<file path="config.mk">
export PLATFORM = sky130hd
export DESIGN_NAME = mdec_top
export DESIGN_NICKNAME = d
export VERILOG_FILES = /design/src/rtl/mdec_pkg.sv /design/src/rtl/mdec_sync.sv /design/src/rtl/mdec_gate.sv /design/src/rtl/mdec_clkgen.sv /design/src/rtl/mdec_top.sv
export SDC_FILE = /design/constraint.sdc
export NUM_CORES = 1
export LEC_CHECK = 0
export BUFFER_PORTS_ARGS = -buffer_cell sky130_fd_sc_hd__buf_2
export CORE_UTILIZATION = 45
export CTS_CLUSTER_SIZE = 20
export DETAILED_ROUTE_END_ITERATION = 10
export GPL_TIMING_DRIVEN = 1
export PLACE_DENSITY = 0.64
export SETUP_SLACK_MARGIN = 0.1
export SYNTH_ARGS = -nofsm -noshare
export SYNTH_HDL_FRONTEND = slang
export SYNTH_SLANG_ARGS = --single-unit
</file>
<file path="constraint.sdc">
create_clock -name clk -period 1.7 [get_ports clk]
set_clock_uncertainty 0.2 [all_clocks]
set_input_delay 0.255 -clock clk [delete_from_list [all_inputs] [get_ports clk]]
set_output_delay 0.255 -clock clk [all_outputs]
set_load 0.01 [all_outputs]
</file>
<file path="src/rtl/mdec_pkg.sv">
package mdec_pkg;

  // One synchronized line sample plus a flag raised when it differs from the prior sample
  typedef struct packed {
    logic toggle;
    logic level;
  } mdec_edge_t;

  function automatic int unsigned cnt_width(input int unsigned max_val);
    return (max_val < 2) ? 1 : $clog2(max_val + 1);
  endfunction

endpackage

</file>
<file path="src/rtl/mdec_sync.sv">
module mdec_sync
  import mdec_pkg::*;
#(
  parameter int unsigned STAGES = 2
) (
  input  logic       clk,
  input  logic       rst_n,
  input  logic       rx_i,
  output mdec_edge_t ev_o
);

  // chain[STAGES-1] is the synchronized line, chain[STAGES] its previous value
  logic [STAGES:0] chain;

  always_ff @(posedge clk) begin
    if (!rst_n) chain[0] <= 1'b0;
    else        chain[0] <= rx_i;
  end

  for (genvar i = 1; i <= STAGES; i++) begin : g_stage
    always_ff @(posedge clk) begin
      if (!rst_n) chain[i] <= 1'b0;
      else        chain[i] <= chain[i-1];
    end
  end

  assign ev_o.level  = chain[STAGES-1];
  assign ev_o.toggle = chain[STAGES-1] ^ chain[STAGES];

endmodule

</file>
<file path="src/rtl/mdec_gate.sv">
module mdec_gate
  import mdec_pkg::*;
#(
  parameter int unsigned ACC_MIN = 12,
  parameter int unsigned TOUT    = 32
) (
  input  logic       clk,
  input  logic       rst_n,
  input  mdec_edge_t ev_i,
  output logic       acc_o,
  output logic       bit_o,
  output logic       locked_o
);

  localparam int unsigned GW = cnt_width(TOUT);
  localparam logic [GW-1:0] TOUT_V = GW'(TOUT);
  localparam logic [GW-1:0] ACC_V  = GW'(ACC_MIN);

  // Cycles since the last accepted edge, parked at TOUT while acquiring
  logic [GW-1:0] gap_q;

  assign locked_o = (gap_q < TOUT_V);
  assign acc_o    = ev_i.toggle & (~locked_o | (gap_q >= ACC_V));
  // New level low means a falling mid-bit edge, i.e. bit 1
  assign bit_o    = ~ev_i.level;

  always_ff @(posedge clk) begin
    if (!rst_n)              gap_q <= TOUT_V;
    else if (acc_o)          gap_q <= GW'(1);
    else if (gap_q < TOUT_V) gap_q <= gap_q + GW'(1);
  end

endmodule

</file>
<file path="src/rtl/mdec_clkgen.sv">
module mdec_clkgen
  import mdec_pkg::*;
#(
  parameter int unsigned HOLD_LEN = 8,
  parameter int unsigned LAG      = 2
) (
  input  logic clk,
  input  logic rst_n,
  input  logic line_i,
  input  logic en_i,
  input  logic swap_i,
  output logic clk_o
);

  localparam int unsigned HW = cnt_width(HOLD_LEN);

  logic [HW-1:0]  hold_q;
  logic           hold_now;
  logic [LAG-1:0] pipe_q;

  assign hold_now = swap_i | (hold_q != '0);

  always_ff @(posedge clk) begin
    if (!rst_n)              hold_q <= '0;
    else if (swap_i)         hold_q <= HW'(HOLD_LEN - 1);
    else if (hold_q != '0)   hold_q <= hold_q - HW'(1);
  end

  always_ff @(posedge clk) begin
    if (!rst_n) pipe_q[0] <= 1'b0;
    else        pipe_q[0] <= line_i & en_i & ~hold_now;
  end

  for (genvar i = 1; i < LAG; i++) begin : g_lag
    always_ff @(posedge clk) begin
      if (!rst_n) pipe_q[i] <= 1'b0;
      else        pipe_q[i] <= pipe_q[i-1];
    end
  end

  assign clk_o = pipe_q[LAG-1];

endmodule

</file>
<file path="src/rtl/mdec_top.sv">
module mdec_top
  import mdec_pkg::*;
#(
  parameter int unsigned OVS         = 16,
  parameter int unsigned SYNC_STAGES = 2
) (
  input  logic clk,
  input  logic rst_n,
  input  logic rx_i,
  output logic rec_clk_o,
  output logic data_n_o
);

  localparam int unsigned ACC_MIN  = (OVS * 3) / 4;
  localparam int unsigned TOUT     = 2 * OVS;
  localparam int unsigned HOLD_LEN = OVS / 2;
  // Clock leaves one cycle after data so data settles before any clock rise
  localparam int unsigned CLK_LAG  = 2;

  mdec_edge_t ev;
  logic sync_lvl, sync_edge;
  logic acc, dec_bit, locked, prev_bit, swap;

  mdec_sync #(.STAGES(SYNC_STAGES)) u_sync (
    .clk  (clk),
    .rst_n(rst_n),
    .rx_i (rx_i),
    .ev_o (ev)
  );

  assign sync_lvl  = ev.level;
  assign sync_edge = ev.toggle;

  mdec_gate #(.ACC_MIN(ACC_MIN), .TOUT(TOUT)) u_gate (
    .clk     (clk),
    .rst_n   (rst_n),
    .ev_i    (ev),
    .acc_o   (acc),
    .bit_o   (dec_bit),
    .locked_o(locked)
  );

  always_ff @(posedge clk) begin
    if (!rst_n)   data_n_o <= 1'b1;
    else if (acc) data_n_o <= ~dec_bit;
  end

  // The data register already holds the last bit, inverted
  assign prev_bit = ~data_n_o;
  assign swap     = acc & locked & (dec_bit != prev_bit);

  mdec_clkgen #(.HOLD_LEN(HOLD_LEN), .LAG(CLK_LAG)) u_clk (
    .clk   (clk),
    .rst_n (rst_n),
    .line_i(sync_lvl),
    .en_i  (locked | acc),
    .swap_i(swap),
    .clk_o (rec_clk_o)
  );

endmodule

</file>
==> impl_metrics.ini, run 1 <==
[sta]
post-route-period-util_pct = 88.6
fin_crit_ps = 1510
setup_viol = 0
tightest_slew_ps = 417
final.setup.tns_ps = 0
slew_headroom_pct = 72.1
drv_slew = 0
layout_setup_ws_ps = 195
rsz0062_at_grt = false
clock.fmax_mhz = 664
final_hold_viol_count = 0

[setup_path]
cp_max_fo = 4
cp-start-kind = flip-flop
cp-end-kind = flip-flop
reg2reg_depth = 6
crit_end = u_clk.hold_q[0]
reg2reg_slack_ps = 190
worstPathCellList = inv_1 -> ha_1 -> nor3b_1 -> buf_4 -> xnor2_1 -> o21a_1
critPathSlowestCell = dfxtp_1
startpoint = u_clk.hold_q[0]
worstSetupPathType = reg -> reg
worst_r2r_startpoint = u_clk.hold_q[0]
cp.depth = 6
r2r-end = u_clk.hold_q[0]
worst-path-buf-inv = 2
cp_top_family = flip-flops
arrival_ps = 1490
cpPeakStageDelay_ps = 380
cp.required_ps = 1690

[layout]
instances_no_fill = 95
finish.instance_area_um2 = 810
drive_above_1_share_pct = 16.5
syn_to_final_growth_pct = 13.1
layout.nets = 88
utilization_pct = 54.4
antennaDiodeCount = 0

[flow_run]
cap_violations = 0

[clocking]
cts_root_buf = clkbuf_4
numCtsBuffers = 3
clkTransAtPathRegs_ps = 90
cts_tree = done
clk_path_buf_depth = 2
clock_sinks = 16
htreeDepth = 1
clock_latency_ps = 280

[floorplanning]
fp-row-count = 14
die_h_um = 41.9
core-area_um2 = 1490
start_util_pct = 48.1
die_w_um = 41.9
pin_count = 5
die-area_um2 = 1750

[yosys]
syn_inst = 70
synth_edf_count = 0
ys_seq_elements = 16
avgSynthCellArea_um2 = 10.2
yosysWarnings = 0
seq_area_frac_synth_pct = 44.8
syn_area_um2 = 716
ys_types = 24
syn_nets = 77
synthFlopType = dfxtp_1
ys_async_sr_fraction_pct = 0

[power]
power_density_nw_per_um2 = 1190
p_leak_nw = 0.321
peakVddDrop_uv = 687

[place]
pre_cts_ws_ps = 104
dpl.hpwl_um = 790
dpl_cell_area_um2 = 762
io_buffers = 4
dpl.cell_count = 90
place.gp.congestion = 0.708

[routing]
drc = 0
avgViaCountPerCell = 5.13
totalWireLength_mm = 1.07
drtIter0Drc = 6
ant_nets = 0
vias = 487
drtPass1Iterations = 4
avgRoutedWirePerCell_um = 11.3

[global_route]
grt_start_max_net_pins = 13
grt_overflow = 0
grt_pass1_wl_mm = 2.04
grt_usage_pct = 15.3
antenna_found_initial = 0
grt_pass1_vias = 496

[worst_hold_path]
worstHoldPathType = in -> reg
hold_start = rst_n

[run_status]
outcome = complete, no violations
flip-flops by register name, summed over array words and instances (netlist names):
signal        count
u_gate.gap_q      6
u_sync.chain      2
u_clk.hold_q      4
data_n_o          1
u_clk.clk_o       1
u_sync.ev_o       1
u_clk.pipe_q      1
synth_stat cells (2+ instances only):
cell / instances / share of area (%)
dfxtp_1: 16 / 45
nor2_1: 6 / 3.1
and2_1: 5 / 4.4
inv_1: 5 / 2.6
xnor2_1: 5 / 6.1
ha_1: 4 / 7.0
mux2i_1: 4 / 5.6
o21a_1: 3 / 3.1
xor2_1: 3 / 3.7
nand4b_1: 2 / 2.4
nor3b_1: 2 / 2.1
o21ai_0: 2 / 1.4
o21ai_1: 2 / 1.4
how the worst min path moves through the flow:
stage / end / slack [ps] / cells past startpoint
floorplan: u_sync.chain[0] / 180 / 1
global placement: u_clk.clk_o / 220 / 1
detailed placement: u_clk.clk_o / 220 / 1
CTS: data_n_o / 50 / 2
global route: data_n_o / 80 / 2
finish: data_n_o / 50 / 2
stage by stage:
step / hold WS, ps / power (mW)
finish: 54.6 / 0.960
global placement: 217 / 0.771
global route: 82.5 / 1.03
detailed placement: 221 / 0.774
floorplan: 182 / 0.700
CTS: 50.8 / 0.978
cell type report:
cell class	instances	area (um^2)
Sequential cell	16	320
Tap cell	16	20.0
Clock buffer	3	22.5
Timing Repair Buffer	8	52.6
Fill cell	126	679
Inverter	5	18.8
Multi-Input combinational cell	47	375
layout by cell type (no fill, tap or decap), types with 3 or more instances in the layout:
cell	count
inv_1	5
and2_1	5
nor2_1	6
o21a_1	3
xor2_1	3
dfxtp_1	16
xnor2_1	4
clkbuf_4	3
mux2i_1	4
ha_1	4
buf_2	4
buf_4	3
worst register-to-register path, stage by stage, from the launching register on:
cell	delay, ps
dfxtp_1	380
inv_1	80
ha_1	200
nor3b_1	140
buf_4	150
xnor2_1	120
o21a_1	160
power by group:
group / leakage (nW) / internal (mW) / switching [mW] / total, mW
logic: 0.176 / 0.169 / 0.133 / 0.303
registers: 0.131 / 0.424 / 0.0384 / 0.463
clock network: 0.0138 / 0.0824 / 0.112 / 0.195
total: 0.321 / 0.676 / 0.284 / 0.960
per-layer routing:
metal	wire, um	GRT usage [%]	vias to the layer above
li1	-	-	255
met2	517	25.0	6
met1	505	18.5	224
met5	0	0	-
met4	19	5.81	0
met3	30	5.22	2
cells by family after synthesis:
kind of cell	Yosys count	share of synthesized area (%)
multiplexers	4	5.59
AO/OA/AOI/OAI	10	9.44
buffers and inverters	7	3.85
AND/OR/NAND/NOR	21	19.6
XOR/XNOR	8	9.79
flip-flops	16	44.8
adder cells (fa/ha/maj)	4	6.99
repair_timing:
action | 4_1_cts | 5_1_grt
pin swaps | 1 | 0
setup endpoints to repair | 1 | 9
buffers inserted | 1 | 0
cloned | 0 | 0
hold endpoints to repair | 1 | 0
hold buffers | 1 | 0
resized for setup | 0 | 1
No activity file was read; power rests on OpenSTA's default activity.
==> run 2, diff against run 1 <==
--- a/config.mk
+++ b/config.mk
@@ -5,6 +5,7 @@
 export SDC_FILE = /design/constraint.sdc
 export NUM_CORES = 1
 export LEC_CHECK = 0
+export ABC_AREA = 1
 export BUFFER_PORTS_ARGS = -buffer_cell sky130_fd_sc_hd__buf_2
 export CORE_UTILIZATION = 45
 export CTS_CLUSTER_SIZE = 20
==> impl_metrics.ini, run 2 <==
[setup_path]
arrival_ps = 1360
reg2reg_depth = 7
cp_max_fo = 5
startpoint = u_clk.hold_q[0]
r2r-end = u_clk.hold_q[3]
cp-start-kind = flip-flop
cp-end-kind = flip-flop
worstSetupPathType = reg -> reg
reg2reg_slack_ps = 380
worst_r2r_startpoint = u_clk.hold_q[0]
cp.required_ps = 1740

[floorplanning]
die-area_um2 = 2010
core-area_um2 = 1730
die_h_um = 44.8
pin_count = 5
fp-row-count = 15
die_w_um = 44.8
start_util_pct = 47.8

[yosys]
syn_inst = 115
synth_edf_count = 0
synthFlopType = dfxtp_1
seq_area_frac_synth_pct = 38.8
synth_area_leaders = dfxtp_1 (39%), nand2_1 (16%), inv_1 (11%)
ys_seq_elements = 16
synth.top_cell.area_share_pct = 38.8
synth.most_common_cell = nand2_1
syn_area_um2 = 826
ys_async_sr_fraction_pct = 0
yosysTopAreaCell = dfxtp_1
yosysWarnings = 0
synth_commonest_cells = nand2_1 (36), inv_1 (24), dfxtp_1 (16), nor2_1 (9), nand3_1 (7)
ys_types = 18
avgSynthCellArea_um2 = 7.18
syn_nets = 122

[place]
place.gp.congestion = 0.808
pre_cts_ws_ps = 382
dpl.hpwl_um = 954
io_buffers = 4

[clocking]
cts_resized = 0
postCtsSetupRepairBufs = 0
numCtsBuffers = 3
clkTransAtPathRegs_ps = 90
clock_sinks = 16
cts_root_buf = clkbuf_4
clock_latency_ps = 290
clk_path_buf_depth = 2
hold_buffers = 1
htreeDepth = 1
cts_tree = done

[routing]
ant_nets = 0
avgRoutedWirePerCell_um = 8.71
drtIter0Drc = 3
totalWireLength_mm = 1.28
avgViaCountPerCell = 4.27
drtPass1Iterations = 2
drc = 0
vias = 627

[worst_hold_path]
holdPathStages = 2
hold_path_end = data_n_o
hold_start = rst_n
worstHoldPathType = in -> reg

[sta]
fin_crit_ps = 1320
setup_viol = 0
rsz0062_at_grt = false
drv_slew = 0
clock.fmax_mhz = 758
post-route-period-util_pct = 77.7
final.setup.tns_ps = 0
tightest_slew_ps = 328
layout_setup_ws_ps = 380
whs_ps = 65.0
slew_headroom_pct = 78.1
final_hold_viol_count = 0

[power]
power_frac_seq_pct = 44.4
switching_share_pct = 34.3
p_switching_mw = 0.360
finalPower_mw = 1.05
p_leak_nw = 0.477
p_int_mw = 0.689
clkPwrFrac_pct = 24.5
combinationalPowerShare_pct = 31.1
power_density_nw_per_um2 = 1160
peakVddDrop_uv = 723

[layout]
utilization_pct = 52.4
nFillCells = 169
max_flop_register = u_gate.gap_q
layout.nets = 130
largest_register_ffs = 6
final_common_cell = nand2_1
top_regs = u_gate.gap_q (6), u_clk.hold_q (4), u_sync.chain (2)
drive_above_1_share_pct = 16.4
multi_input_area_um2 = 397
syn_to_final_growth_pct = 9.55
mostFrequentLayoutCells = nand2_1 (36), inv_1 (24), dfxtp_1 (16)
antennaDiodeCount = 0
seqCellArea_um2 = 320

[flow_run]
cap_violations = 0

[global_route]
use_met3_pct = 4.80
grt_overflow = 0
antenna_found_initial = 0
met1_usage_pct = 21.2
met2_usage_pct = 21.2
top_usage_layer = met1
grt_start_max_net_pins = 12
grt_pass1_wl_mm = 2.21
grt_usage_pct = 16.0
grt_pass1_vias = 544

[run_status]
outcome = complete, no violations
[run 2: critical path, stage by stage, from the launching register on]
cell and delay, ps:
dfxtp_1 340, inv_1 90, ha_1 230, nand3_2 100, inv_1 60, nor2_1 120
nand2_1 60, nor2_1 70
[run 2: power groups by stage]
stage / Combinational, mW / Clock, mW / Sequential (mW)
3_5_place_dp: 0.328 / 0 / 0.473
2_1_floorplan: 0.287 / 0 / 0.464
5_1_grt: 0.386 / 0.276 / 0.475
4_1_cts: 0.330 / 0.266 / 0.467
6_report: 0.327 / 0.257 / 0.466
3_3_place_gp: 0.320 / 0 / 0.474
[run 2: how the worst max path moves through the flow]
| stage | cells after the start | endpoint | slack (ps) |
|---|---|---|---|
| global placement | 6 | u_clk.hold_q[2] | 430 |
| floorplan | 7 | u_clk.hold_q[3] | 480 |
| CTS | 7 | u_clk.hold_q[3] | 370 |
| global route | 7 | u_clk.hold_q[3] | 250 |
| detailed placement | 7 | u_clk.hold_q[3] | 380 |
| finish | 7 | u_clk.hold_q[3] | 380 |
[run 2: cell type report]
cell class,instances,area share [%]
clock buffers,4,4.01
inverters,24,9.96
multi-input cells,73,43.8
flip-flops and latches,16,35.4
well taps,25,3.46
repair buffers,5,3.32
[run 2: per-stage QoR]
step	instance area [um^2]	std cells
after floorplan	826	115
final	905	147
after global routing	905	147
after detailed placement	858	142
after CTS	905	147
after global placement	858	142
[run 2: cell families after synthesis]
logic type | Yosys count | share of synthesized area, %
buf+inv | 26 | 13.2
fa+ha+maj | 4 | 6.06
simple gates | 64 | 37.1
xor+xnor | 3 | 3.18
compound gates | 2 | 1.67
flops | 16 | 38.8
[run 2: metal layers]
layer | routed length [um] | vias up
met5 | 0 | -
met4 | 44 | 0
met3 | 34 | 5
met2 | 514 | 8
met1 | 687 | 265
li1 | - | 349
==> run 3, diff against run 2 <==
==> constraint.sdc (replaced) <==
create_clock -name clk -period 1.28 [get_ports clk]
set_clock_uncertainty 0.2 [all_clocks]
set_input_delay 0.192 -clock clk [delete_from_list [all_inputs] [get_ports clk]]
set_output_delay 0.192 -clock clk [all_outputs]
set_load 0.01 [all_outputs]
==> impl_metrics.ini, run 3 (synthesized netlist as in run 2, its figures left out) <==
[global_route]
grt_overflow = 0
grt_pass1_vias = 604
antenna_found_initial = 0
grt_usage_pct = 16.9
grt_pass1_wl_mm = 2.42
grt_start_max_net_pins = 12

[place]
io_buffers = 4
dpl_cell_area_um2 = 876
dpl.hpwl_mm = 1.04
place.gp.congestion = 0.719

[clocking]
cts_root_buf = clkbuf_4
clock_sinks = 16
clkTransAtPathRegs_ps = 90
clk_path_buf_depth = 2
clock_latency_ps = 280
cts_tree = done
numCtsBuffers = 3
htreeDepth = 1

[routing]
avgViaCountPerCell = 4.28
drtPass1Iterations = 4
avgRoutedWirePerCell_um = 9.47
drtIter0Drc = 10
drc = 0
ant_nets = 0
vias = 651
totalWireLength_mm = 1.44

[setup_path]
cp_top_family = flip-flops
worstPathCellList = ha_1 -> inv_1 -> nor2_4 -> xnor2_1 -> nor2_2
worstSetupPathType = reg -> reg
startpoint = u_gate.gap_q[0]
critPathSlowestCell = dfxtp_4
cp.required_ps = 1260
reg2reg_slack_ps = 70
cpPeakStageDelay_ps = 370
worst-path-buf-inv = 1
worst_r2r_startpoint = u_gate.gap_q[0]
arrival_ps = 1190
cp-start-kind = flip-flop
cp-end-kind = flip-flop
cp_max_fo = 3

[floorplanning]
core-area_um2 = 1730
die-area_um2 = 2010
die_h_um = 44.8
die_w_um = 44.8
fp-row-count = 15
pin_count = 5
start_util_pct = 47.8

[power]
p_int_mw = 0.949
power_frac_seq_pct = 42.4
combinationalPowerShare_pct = 40.5
p_switching_mw = 0.550
switching_share_pct = 36.7
peakVddDrop_uv = 1150
p_leak_nw = 0.507
clkPwrFrac_pct = 17.1
power_density_nw_per_um2 = 1460

[sta]
final_hold_viol_count = 0
clock.fmax_mhz = 828
tightest_slew_ps = 244
fin_crit_ps = 1210
post-route-period-util_pct = 94.4
rsz0062_at_grt = true
slew_headroom_pct = 83.8
setup_viol = 0
drv_slew = 0

[layout]
largest_register_ffs = 6
drive_above_1_share_pct = 40.2
mostFrequentLayoutCells = nand2_1 (34), inv_1 (16), nand3_1 (7), dfxtp_2 (7)
syn_to_final_growth_pct = 24.5
finish.instance_area_um2 = 1030
layout.nets = 136
top_regs = u_gate.gap_q (6), u_clk.hold_q (4), u_sync.chain (2)
final_common_cell = nand2_1
antennaDiodeCount = 0
max_flop_register = u_gate.gap_q
utilization_pct = 59.6

[flow_run]
cap_violations = 0

[worst_hold_path]
hold_start = rst_n
worstHoldPathType = in -> reg

[run_status]
outcome = complete, no violations
==> run 3: worst paths after layout <==
path | endpoint | cells past startpoint
worst max-delay path | u_gate.gap_q[2] | 5
worst min-delay path | data_n_o | 2
worst max register to register | u_gate.gap_q[2] | 5
worst min register to register | u_sync.ev_o[0] | 2
==> run 3: repair_timing <==
| item | in CTS | in global routing |
|---|---|---|
| setup buffers | 2 | 2 |
| hold endpoints to repair | 1 | 0 |
| pin swaps | 7 | 9 |
| hold buffers | 1 | 0 |
| gates resized for setup | 19 | 16 |
| setup endpoints to repair | 10 | 11 |
| cloned | 0 | 0 |
==> run 3: final cells by class <==
cell class | count | area [um^2]
inverters | 24 | 95.1
fillers | 156 | 698
multi-input cells | 73 | 454
well taps | 25 | 31.3
repair buffers | 11 | 85.1
clock buffers | 3 | 22.5
flip-flops and latches | 16 | 340
==> run 3: per-stage QoR <==
stage	setup TNS (ps)	power, mW	std cells	hold WS, ps	setup WS [ps]
global route	-5.58	1.63	152	30.8	-5.58
floorplan	0	1.01	115	89.6	92.1
CTS	0	1.48	150	10.2	83.1
detailed placement	0	1.08	144	179	14.3
finish	0	1.50	152	21.8	71.7
global placement	0	1.06	144	177	25.7
==> run 3: layer usage <==
metal  part of all wire [%]  up-vias  track usage [%]
li1                       -      364                -
met1                     51      274             21.6
met3                    3.2        4             3.60
met4                    1.6        0             9.09
met2                     44        9             26.8
met5                      0        -                0
==> run 3: power groups by stage <==
| stage | clock network, mW | logic (mW) | registers, mW |
|---|---|---|---|
| after floorplan | 0 | 0.387 | 0.620 |
| after global placement | 0 | 0.434 | 0.627 |
| after detailed placement | 0 | 0.454 | 0.630 |
| after CTS | 0.272 | 0.584 | 0.626 |
| after global routing | 0.290 | 0.692 | 0.645 |
| final | 0.256 | 0.607 | 0.636 |
